### src/rtl/i2cs_pkg.sv
// Shared types for the I2C register-bank slave.
// Assumes nothing beyond IEEE 1800-2017 enum support.
package i2cs_pkg;

    // Protocol phase of the slave controller.
    typedef enum logic [2:0] {
        PH_IDLE,    // waiting for a START
        PH_RECV,    // shifting in an address or data byte
        PH_ACK,     // driving acknowledge through the ninth clock
        PH_HOLD,    // holding SCL low after a received byte
        PH_SEND,    // shifting a register byte out
        PH_MACK,    // sampling the master's acknowledge
        PH_SKIP     // not addressed: lines released until next START
    } phase_t;

endpackage

### src/rtl/i2cs_lines.sv
// Bus line conditioner: synchronises SCL and SDA into the clk domain and
// derives clock edges plus START/STOP events from the synchronised values.
// Assumes SYNC_STAGES >= 2 and that bus edges are many clk cycles apart.
module i2cs_lines #(
    parameter int SYNC_STAGES = 2
) (
    input  logic clk,
    input  logic rst_n,
    input  logic scl_i,
    input  logic sda_i,
    output logic scl_s,
    output logic sda_s,
    output logic scl_rise,
    output logic scl_fall,
    output logic start_det,
    output logic stop_det
);
    localparam int NLINES = 2;   // index 0 = SCL, index 1 = SDA

    logic [NLINES-1:0] pins;
    logic [NLINES-1:0] cur;
    logic [NLINES-1:0] prev;

    assign pins = {sda_i, scl_i};

    for (genvar g = 0; g < NLINES; g++) begin : g_sync
        logic [SYNC_STAGES-1:0] chain;

        // Shift the raw line through the synchroniser chain; idle value is high.
        always_ff @(posedge clk) begin
            if (!rst_n) chain <= '1;
            else        chain <= {chain[SYNC_STAGES-2:0], pins[g]};
        end

        assign cur[g] = chain[SYNC_STAGES-1];
    end

    // Keep the previous synchronised sample for edge detection.
    always_ff @(posedge clk) begin
        if (!rst_n) prev <= '1;
        else        prev <= cur;
    end

    assign scl_s     = cur[0];
    assign sda_s     = cur[1];
    assign scl_rise  = cur[0] & ~prev[0];
    assign scl_fall  = ~cur[0] & prev[0];
    assign start_det = prev[0] & cur[0] & prev[1] & ~cur[1];
    assign stop_det  = prev[0] & cur[0] & ~prev[1] & cur[1];

endmodule

### src/rtl/i2cs_bank.sv
// Register bank: NREG byte registers with one registered write port and one
// combinational read port. Assumes NREG is a power of two.
module i2cs_bank #(
    parameter int NREG = 8,
    parameter int DW   = 8,
    localparam int AW  = $clog2(NREG)
) (
    input  logic          clk,
    input  logic          rst_n,
    input  logic          we,
    input  logic [AW-1:0] waddr,
    input  logic [DW-1:0] wdata,
    input  logic [AW-1:0] raddr,
    output logic [DW-1:0] rdata
);
    logic [DW-1:0] mem [NREG];

    // Clear all registers on reset, otherwise store the write-port byte.
    always_ff @(posedge clk) begin
        if (!rst_n) begin
            for (int i = 0; i < NREG; i++) mem[i] <= '0;
        end else if (we) begin
            mem[waddr] <= wdata;
        end
    end

    assign rdata = mem[raddr];

    // a byte written through the port is held in the addressed register.
    a_r3_write_lands: assert property (@(posedge clk) disable iff (!rst_n)
        we |=> mem[$past(waddr)] == $past(wdata));

endmodule

### src/rtl/i2cs_ctrl.sv
// Protocol controller: decodes address and data bytes, drives acknowledge,
// holds SCL after received bytes, and streams registers out in read mode.
// Assumes conditioned inputs from i2cs_lines and a stable stretch_len
// while a transfer is in progress.
module i2cs_ctrl
    import i2cs_pkg::*;
#(
    parameter logic [6:0] OWN_ADDR = 7'h3A,
    parameter int NREG  = 8,
    parameter int STR_W = 8,
    localparam int PW   = $clog2(NREG)
) (
    input  logic             clk,
    input  logic             rst_n,
    input  logic             scl_s,
    input  logic             sda_s,
    input  logic             scl_rise,
    input  logic             scl_fall,
    input  logic             start_det,
    input  logic             stop_det,
    input  logic [STR_W-1:0] stretch_len,
    input  logic [7:0]       rdata,
    output logic [PW-1:0]    raddr,
    output logic             we,
    output logic [PW-1:0]    waddr,
    output logic [7:0]       wdata,
    output logic             scl_oe,
    output logic             sda_oe
);
    phase_t           ph;
    logic [3:0]       bitc;       // clock rises seen in the current byte
    logic [7:0]       rx_sh;      // received byte shifter
    logic [7:0]       tx_sh;      // transmit byte shifter, MSB on the wire
    logic             is_addr;    // current received byte is the address
    logic             rd_mode;    // transaction direction from address bit 0
    logic             ptr_set;    // pointer byte already taken this transaction
    logic             mack;       // master acknowledged last sent byte
    logic [PW-1:0]    ptr;
    logic [STR_W-1:0] hold;

    assign raddr = ptr;

    // Main protocol sequencer; START and STOP override any phase.
    always_ff @(posedge clk) begin
        if (!rst_n) begin
            ph      <= PH_IDLE;
            bitc    <= '0;
            rx_sh   <= '0;
            tx_sh   <= '0;
            is_addr <= 1'b0;
            rd_mode <= 1'b0;
            ptr_set <= 1'b0;
            mack    <= 1'b0;
            ptr     <= '0;
            hold    <= '0;
            we      <= 1'b0;
            waddr   <= '0;
            wdata   <= '0;
            scl_oe  <= 1'b0;
            sda_oe  <= 1'b0;
        end else begin
            we <= 1'b0;
            if (start_det) begin
                ph      <= PH_RECV;
                bitc    <= '0;
                is_addr <= 1'b1;
                ptr_set <= 1'b0;
                scl_oe  <= 1'b0;
                sda_oe  <= 1'b0;
            end else if (stop_det) begin
                ph     <= PH_IDLE;
                scl_oe <= 1'b0;
                sda_oe <= 1'b0;
            end else begin
                case (ph)
                    PH_RECV: begin
                        if (scl_rise) begin
                            rx_sh <= {rx_sh[6:0], sda_s};
                            bitc  <= bitc + 1'b1;
                        end else if (scl_fall && bitc == 4'd8) begin
                            bitc <= '0;
                            if (is_addr) begin
                                if (rx_sh[7:1] == OWN_ADDR) begin
                                    ph      <= PH_ACK;
                                    sda_oe  <= 1'b1;
                                    rd_mode <= rx_sh[0];
                                end else begin
                                    ph <= PH_SKIP;
                                end
                            end else begin
                                ph     <= PH_ACK;
                                sda_oe <= 1'b1;
                                if (!ptr_set) begin
                                    ptr     <= rx_sh[PW-1:0];
                                    ptr_set <= 1'b1;
                                end else begin
                                    we    <= 1'b1;
                                    waddr <= ptr;
                                    wdata <= rx_sh;
                                    ptr   <= ptr + 1'b1;
                                end
                            end
                        end
                    end
                    PH_ACK: begin
                        if (scl_fall) begin
                            is_addr <= 1'b0;
                            if (rd_mode) begin
                                tx_sh  <= rdata;
                                sda_oe <= ~rdata[7];
                                ptr    <= ptr + 1'b1;
                            end else begin
                                sda_oe <= 1'b0;
                            end
                            if (stretch_len != '0) begin
                                scl_oe <= 1'b1;
                                hold   <= stretch_len;
                                ph     <= PH_HOLD;
                            end else begin
                                ph <= rd_mode ? PH_SEND : PH_RECV;
                            end
                        end
                    end
                    PH_HOLD: begin
                        if (hold == {{(STR_W-1){1'b0}}, 1'b1}) begin
                            scl_oe <= 1'b0;
                            ph     <= rd_mode ? PH_SEND : PH_RECV;
                        end else begin
                            hold <= hold - 1'b1;
                        end
                    end
                    PH_SEND: begin
                        if (scl_rise) begin
                            bitc <= bitc + 1'b1;
                        end else if (scl_fall) begin
                            if (bitc == 4'd8) begin
                                bitc   <= '0;
                                sda_oe <= 1'b0;
                                ph     <= PH_MACK;
                            end else begin
                                tx_sh  <= {tx_sh[6:0], 1'b0};
                                sda_oe <= ~tx_sh[6];
                            end
                        end
                    end
                    PH_MACK: begin
                        if (scl_rise) begin
                            mack <= ~sda_s;
                        end else if (scl_fall) begin
                            if (mack) begin
                                tx_sh  <= rdata;
                                sda_oe <= ~rdata[7];
                                ptr    <= ptr + 1'b1;
                                ph     <= PH_SEND;
                            end else begin
                                ph <= PH_SKIP;
                            end
                        end
                    end
                    PH_IDLE, PH_SKIP: begin
                        scl_oe <= 1'b0;
                        sda_oe <= 1'b0;
                    end
                    default: ph <= PH_IDLE;
                endcase
            end
        end
    end

    // Checker state: length of the current SCL hold run.
    logic [STR_W:0] oe_run;

    // Count consecutive cycles with the clock line held.
    always_ff @(posedge clk) begin
        if (!rst_n)      oe_run <= '0;
        else if (scl_oe) oe_run <= oe_run + 1'b1;
        else             oe_run <= '0;
    end

    // a hold never lasts longer than the programmed length.
    a_r4_hold_bounded: assert property (@(posedge clk) disable iff (!rst_n)
        scl_oe |-> oe_run < {1'b0, stretch_len});

    // no START can be seen while the slave keeps SCL low.
    a_r9_no_start_in_hold: assert property (@(posedge clk) disable iff (!rst_n)
        scl_oe && $past(scl_oe) |-> !start_det);

    // a STOP releases both lines on the next cycle.
    a_r10_stop_releases: assert property (@(posedge clk) disable iff (!rst_n)
        stop_det |=> !sda_oe && !scl_oe);

    // the data-line drive only changes while the clock line is low.
    a_r1_sda_moves_scl_low: assert property (@(posedge clk) disable iff (!rst_n)
        !$stable(sda_oe) |-> !scl_s);

    // an unaddressed slave keeps both lines released.
    a_r2_skip_quiet: assert property (@(posedge clk) disable iff (!rst_n)
        ph == PH_SKIP && $past(ph == PH_SKIP) |-> !sda_oe && !scl_oe);

endmodule

### src/rtl/i2c_regbank_slave.sv
// Top of the I2C register-bank slave: line conditioner, protocol controller
// and register bank. Assumes an external wired-AND bus where scl_oe/sda_oe
// high pull the respective line low, and a clk far faster than SCL.
module i2c_regbank_slave #(
    parameter logic [6:0] OWN_ADDR    = 7'h3A,
    parameter int         NREG        = 8,
    parameter int         STR_W       = 8,
    parameter int         SYNC_STAGES = 2
) (
    input  logic             clk,
    input  logic             rst_n,
    input  logic             scl_i,
    input  logic             sda_i,
    input  logic [STR_W-1:0] stretch_len,
    output logic             scl_oe,
    output logic             sda_oe
);
    localparam int PW = $clog2(NREG);

    logic          scl_s, sda_s, scl_rise, scl_fall, start_det, stop_det;
    logic          we;
    logic [PW-1:0] waddr, raddr;
    logic [7:0]    wdata, rdata;

    i2cs_lines #(.SYNC_STAGES(SYNC_STAGES)) u_lines (
        .clk       (clk),
        .rst_n     (rst_n),
        .scl_i     (scl_i),
        .sda_i     (sda_i),
        .scl_s     (scl_s),
        .sda_s     (sda_s),
        .scl_rise  (scl_rise),
        .scl_fall  (scl_fall),
        .start_det (start_det),
        .stop_det  (stop_det)
    );

    i2cs_ctrl #(.OWN_ADDR(OWN_ADDR), .NREG(NREG), .STR_W(STR_W)) u_ctrl (
        .clk         (clk),
        .rst_n       (rst_n),
        .scl_s       (scl_s),
        .sda_s       (sda_s),
        .scl_rise    (scl_rise),
        .scl_fall    (scl_fall),
        .start_det   (start_det),
        .stop_det    (stop_det),
        .stretch_len (stretch_len),
        .rdata       (rdata),
        .raddr       (raddr),
        .we          (we),
        .waddr       (waddr),
        .wdata       (wdata),
        .scl_oe      (scl_oe),
        .sda_oe      (sda_oe)
    );

    i2cs_bank #(.NREG(NREG), .DW(8)) u_bank (
        .clk   (clk),
        .rst_n (rst_n),
        .we    (we),
        .waddr (waddr),
        .wdata (wdata),
        .raddr (raddr),
        .rdata (rdata)
    );

endmodule

### config.mk
export PLATFORM = sky130hd
export DESIGN_NAME = i2c_regbank_slave
export DESIGN_NICKNAME = d
export VERILOG_FILES = /design/src/rtl/i2cs_pkg.sv /design/src/rtl/i2cs_lines.sv /design/src/rtl/i2cs_bank.sv /design/src/rtl/i2cs_ctrl.sv /design/src/rtl/i2c_regbank_slave.sv
export SDC_FILE = /design/constraint.sdc
export NUM_CORES = 1
export LEC_CHECK = 0
export BUFFER_PORTS_ARGS = -buffer_cell sky130_fd_sc_hd__buf_2
export CORE_MARGIN = 2
export CORE_UTILIZATION = 56
export DETAILED_ROUTE_END_ITERATION = 16
export GPL_TIMING_DRIVEN = 0
export PLACE_DENSITY = 0.73
export SYNTH_ARGS = -nofsm -noshare
export SYNTH_HDL_FRONTEND = slang
export SYNTH_SLANG_ARGS = --single-unit
### constraint.sdc
create_clock -name clk -period 5.2 [get_ports clk]
set_input_delay 1.04 -clock clk [delete_from_list [all_inputs] [get_ports clk]]
set_output_delay 1.04 -clock clk [all_outputs]
set_load 0.01 [all_outputs]
# Word-level counts from Yosys, hierarchy flattened
# Memory sizes are Yosys's and may differ from the RTL's. A register that Yosys moved wholly into a read port is not among the register bits.
# Cells that the tools add are included.
# classes
mux	77
eq_ne	39
n_reduce_logical	30
add_sub_neg	3
n_bitwise	21
# ops
op	count
$mux W3	25
$mux W7	8
$mux W8	4
$reduce_and A10 Y1	3
$mux W1	27
$ne A4 B3 Y1 const B	6
$reduce_and A11 Y1	2
$pmux W7 S3	1
$mux W4	5
$ne A2 B1 Y1 const B	9
$pmux W3 S6	1
$pmux W8 S2	1
$ne A2 B2 Y1 const B	7
$not A1 Y1	14
$reduce_and A7 Y1	2
$ne A4 B4 Y1 const B	3
$reduce_and A4 Y1	3
$reduce_and A5 Y1	2
$eq A3 B3 Y1 const B	3
$ne A3 B2 Y1 const B	3
$pmux W3 S3	1
$reduce_bool A3 Y1	3
$eq A8 B1 Y1 const B	1
$pmux W4 S2	1
other kinds (23)	35
# word_totals
input_bits	12
mem_bits_rw	64
mem_count	1
output_inout_bits	2
register_bits	57
elab_cells	190
# memory_table
name	words	width	rd	rd_clocked_by_memory_dff	wr	line	rtl
u_bank.mem	8	8	1	1	8	i2cs_bank.sv:16	logic [DW-1:0] mem [NREG];

# Logic depth before layout (Yosys ltp)
# depth
depth_word	8
mapped_depth	8
depth_no_buf	7

# By module
# Synthesis repeated with hierarchy kept, for this count alone.
# hier_totals
cells_unflattened	551
hier_area_um2	5900.7
# by_module_without_submodules
mod	seq_area_each_um2	area_per_inst_um2	n_inst	cells_per_inst
i2cs_bank	1921.8	2980.4	1	194
i2cs_ctrl	1021.0	2730.1	1	341
i2cs_lines	120.1	190.2	1	16

# Worst setup path before layout
# No wires, ideal clock.
# synth_timing
path_type	in2reg
start	input rst_n
end	memory u_bank.mem[1][0], enable pin
setup_slack_ns	2.737
path_buffers	1
arrival_ns	2.079
stages	3
t_required_ns	4.816
setup_time_ns	0.384
path_cell_list	clkbuf_1 -> nand3b_1 -> o21ai_0
# synth_lines
item	line	rtl
start: declaration	i2c_regbank_slave.sv:11	input logic rst_n,
end: declaration	i2cs_bank.sv:16	

==> run summary <==
Share of layout cells above drive strength 1: 13.21%
Yosys warnings: 0
Post-synthesis xor/xnor area fraction: 0.1477%
Slowest Stage Delay on Critical Path: 0.61 ns
CTS tree: done
Critical Path End Type: flop
Post-CTS Repair Setup Buffers: 0
R2R Path Start: u_ctrl.bitc[0]$_SDFFE_PP0P_
Min cycle time layout: 2.699 ns
Iteration-0 DRC count of the detailed router: 350
Largest family of logic cells by synthesized area: simple AND/OR/NAND/NOR gates
Post-Synthesis Cell Area: 5928 um2
Clock latency on the worst-skew pair: 0.52 ns
Hold path depth: 1
Synth Flop Type: edfxtp_1
Rows: 37
Avg Cell Area, Syn: 10.42 um2
CTS Buf Count: 17
DRC Markers: 0
Pins Over Slew Limit: 0
DIE AREA: 11430 um2
Worst-Margin Slew: 1.315 ns
Post-Synth Simple-Gate Area: 22.65%
CTS sink cnt: 124
Worst path cell trace: clkbuf_1, clkbuf_1, clkbuf_1, o21ai_0
CP max FO: 10
Setup TNS after final layout: 0 ns
Max Cap Violations: 0
Routability Congestion: 0.8677
Worst Skew: 0.007064 ns
Critical path class: in2reg
Worst path top cell family by delay: buffers and inverters
Adder-cell share of the synthesized area: 1.055%
Die W: 106.9 um
Via count: 4453
First-pass GRT wire length: 21740 um
Final net count: 617
Routed len/inst: 18.11 um
Area leader, netlist: edfxtp_1
Fmax: 0.3705 GHz
Largest net degree at the start of global routing: 17
Initial antenna violation count: 0
Slew headroom: 11.41%
Clk slew on worst S/H paths: 0.05 ns
DIE HEIGHT: 106.9 um
Routed wire length: 13570 um
Starting Density: 57.42%
Synth top area share: 32.42%
GRT overflow: 0
Hold-fix buffers, CTS: 0
# diodes: 0
Dpl hpwl: 9482 um
I/O pin cnt: 14
Setup slack, reg-to-reg: 2.93 ns
Bufs and invs on worst path: 3
Worst min-delay path category: reg2reg
Slowest stage cell, crit path: o21ai_0
Startpoint types: input port
Crit path DAT: 2.79 ns
Port bufs: 12
Int Pwr: 1.679 mW
R2R depth: 8
Total chip power: 2.154 mW
Switch Pwr: 0.4741 mW
Final Setup Violations: 0
FF-to-FF End: u_ctrl.wdata[3]$_SDFFE_PN0P_
Post-synth ARST share: 0%
Vias per inst: 5.945
Vias in the first global route: 4247
Comb power frac: 3.1%
Power share of the clock group: 47.4%
CP Data Required Time: 5.29 ns
Sequential fraction of the synthesis area: 52.68%
Final hold viol count: 0
Detail Route Antenna Nets: 0
H-tree Lvls: 4
Leak Pwr: 2.294 nW
Outcome: finished, final reports clean
Gr usage total: 25.17%
Hold path start: u_lines.g_sync[0].chain[0]$_SDFF_PN1_
Post-synthesis mux area share: 6.458%
Area growth from synthesis to layout: 12.64%
Switching Fraction: 22.01%
Syn nets: 586
Root buffer cell: clkbuf_8
Most frequent CP cell: clkbuf_1
Compound-Gate Fraction of Synth Area: 13.63%
Placeable Area: 10320 um2
Hold path endpoint: u_lines.g_sync[0].chain[1]$_SDFF_PN1_
Synthesized flop and latch total: 124
Library cells used by synthesis: 68
Mapped Cells: 569
Initial DRT Pass Iterations: 5
CTS max path bufs: 2
Worst vdd ir: 0.2168 mV
Pwr dens: 322.5 nW/um2
Hold Slack: 0.4148 ns
Number of enable flip-flop cells after synthesis: 64
Ranking of synthesized cells by area: edfxtp_1, dfxtp_1, and2_1
Unrepaired setup endpoints after global routing: false
Sequential power share: 49.5%
PostCTS Resize Cnt: 0
Crit share post-route: 51.91%
==> cells in the final DEF, fill, tap and decap left out, types with 4 or more instances in the layout <==
cell type   count
a211oi_1        4
a21oi_1        27
a22o_1          6
and2_1         66
buf_2          18
buf_4           4
clkbuf_1       13
clkbuf_16      16
clkinv_2        7
clkinvlp_4      4
dfxtp_1        60
edfxtp_1       64
ha_1            5
inv_1          13
mux2i_1        27
mux4_2          4
nand2_1        38
nand2b_1       19
nand3_1        25
nor2_1         47
nor3_1         11
nor3b_1         4
o21ai_0        32
o22ai_1        14
o31ai_1         4
==> power by group through the flow <==
| stage | Clock (mW) | Sequential [mW] | Combinational (mW) |
|---|---|---|---|
| 4_1_cts | 1.03 | 1.07 | 0.0669 |
| 2_1_floorplan | 0 | 1.08 | 0.0446 |
| 3_5_place_dp | 0 | 1.09 | 0.0665 |
| 6_report | 1.02 | 1.07 | 0.0671 |
| 5_1_grt | 1.07 | 1.07 | 0.0733 |
| 3_3_place_gp | 0 | 1.08 | 0.0651 |
==> worst max path at each step <==
stage / from / to / slack [ns] / cells after the start
4_1_cts: rst_n / u_bank.mem[2][6]$_SDFFCE_PN0P_ / 2.49 / 4
3_5_place_dp: rst_n / u_bank.mem[2][6]$_SDFFCE_PN0P_ / 1.95 / 4
6_report: rst_n / u_bank.mem[3][6]$_SDFFCE_PN0P_ / 2.50 / 4
5_1_grt: rst_n / u_bank.mem[2][6]$_SDFFCE_PN0P_ / 2.36 / 4
2_1_floorplan: rst_n / u_bank.mem[1][0]$_SDFFCE_PN0P_ / 2.74 / 3
3_3_place_gp: rst_n / u_bank.mem[2][6]$_SDFFCE_PN0P_ / 2.02 / 4
==> synthesized netlist by cell type (all sizes together) (3+ instances only) <==
cell type,count
inv,14
nand3b,3
a21o,3
o211ai,3
nor2b,3
nand3,25
or2,3
mux2i,27
o22ai,14
ha,5
edfxtp,64
clkbuf,13
nor3,13
nor3b,6
and2b,3
o21ai,35
o31ai,4
nand4,3
or4,4
nand2,38
nand2b,19
dfxtp,60
buf,14
nor2,47
and2,66
mux4,4
o32ai,4
a31oi,3
a211oi,4
a22o,6
a21oi,28
==> state kept, by name, summed over array words and instances, names as in the netlist, 2 cells and up, named ones only <==
| signal | flops |
|---|---|
| u_lines.g_sync.chain | 4 |
| u_ctrl.hold | 8 |
| u_ctrl.waddr | 3 |
| u_ctrl.bitc | 4 |
| u_ctrl.rx_sh | 8 |
| u_ctrl.wdata | 8 |
| u_lines.prev | 2 |
| u_bank.mem | 64 |
| u_ctrl.tx_sh | 7 |
| u_ctrl.raddr | 3 |
| u_ctrl.ph | 3 |
==> area by class of cell <==
class                   count  area [um2]
fillers                   836        3646
clock inverters            12       73.82
flip-flops and latches    124        3123
inverters                  14       52.55
clock buffers              20       445.4
multi-input cells         404        2605
plain buffers              27       147.6
well taps                 136       170.2
repair buffers             12       60.06
==> per-layer routing <==
layer	wire (um)	track usage, %	vias up	share of wire, %
met5	0	0	-	0
met4	234	8.349	0	1.7
met3	901	6.079	21	6.6
met2	6312	38.81	143	47
li1	-	-	2132	-
met1	6118	35.12	2157	45
==> cell families after synthesis <==
logic type / after synthesis
AOI/OAI and AO/OA: 122
xor gates and xnor gates: 1
adders and majority gates: 5
buffers and inverters: 41
DFF: 124
muxes: 33
and+or+nand+nor: 243
==> metrics by stage <==
step                      util, %  setup slack [ns]  std cells  area, um2
after floorplan                 -             2.737        569       5928
after global placement      59.65             2.015        717       6158
after detailed placement    59.65             1.948        717       6158
after CTS                   64.68             2.486        749       6678
after global routing        64.68             2.358        749       6678
final                       64.68             2.501        749       6678
(Power assumes the default switching activity.)
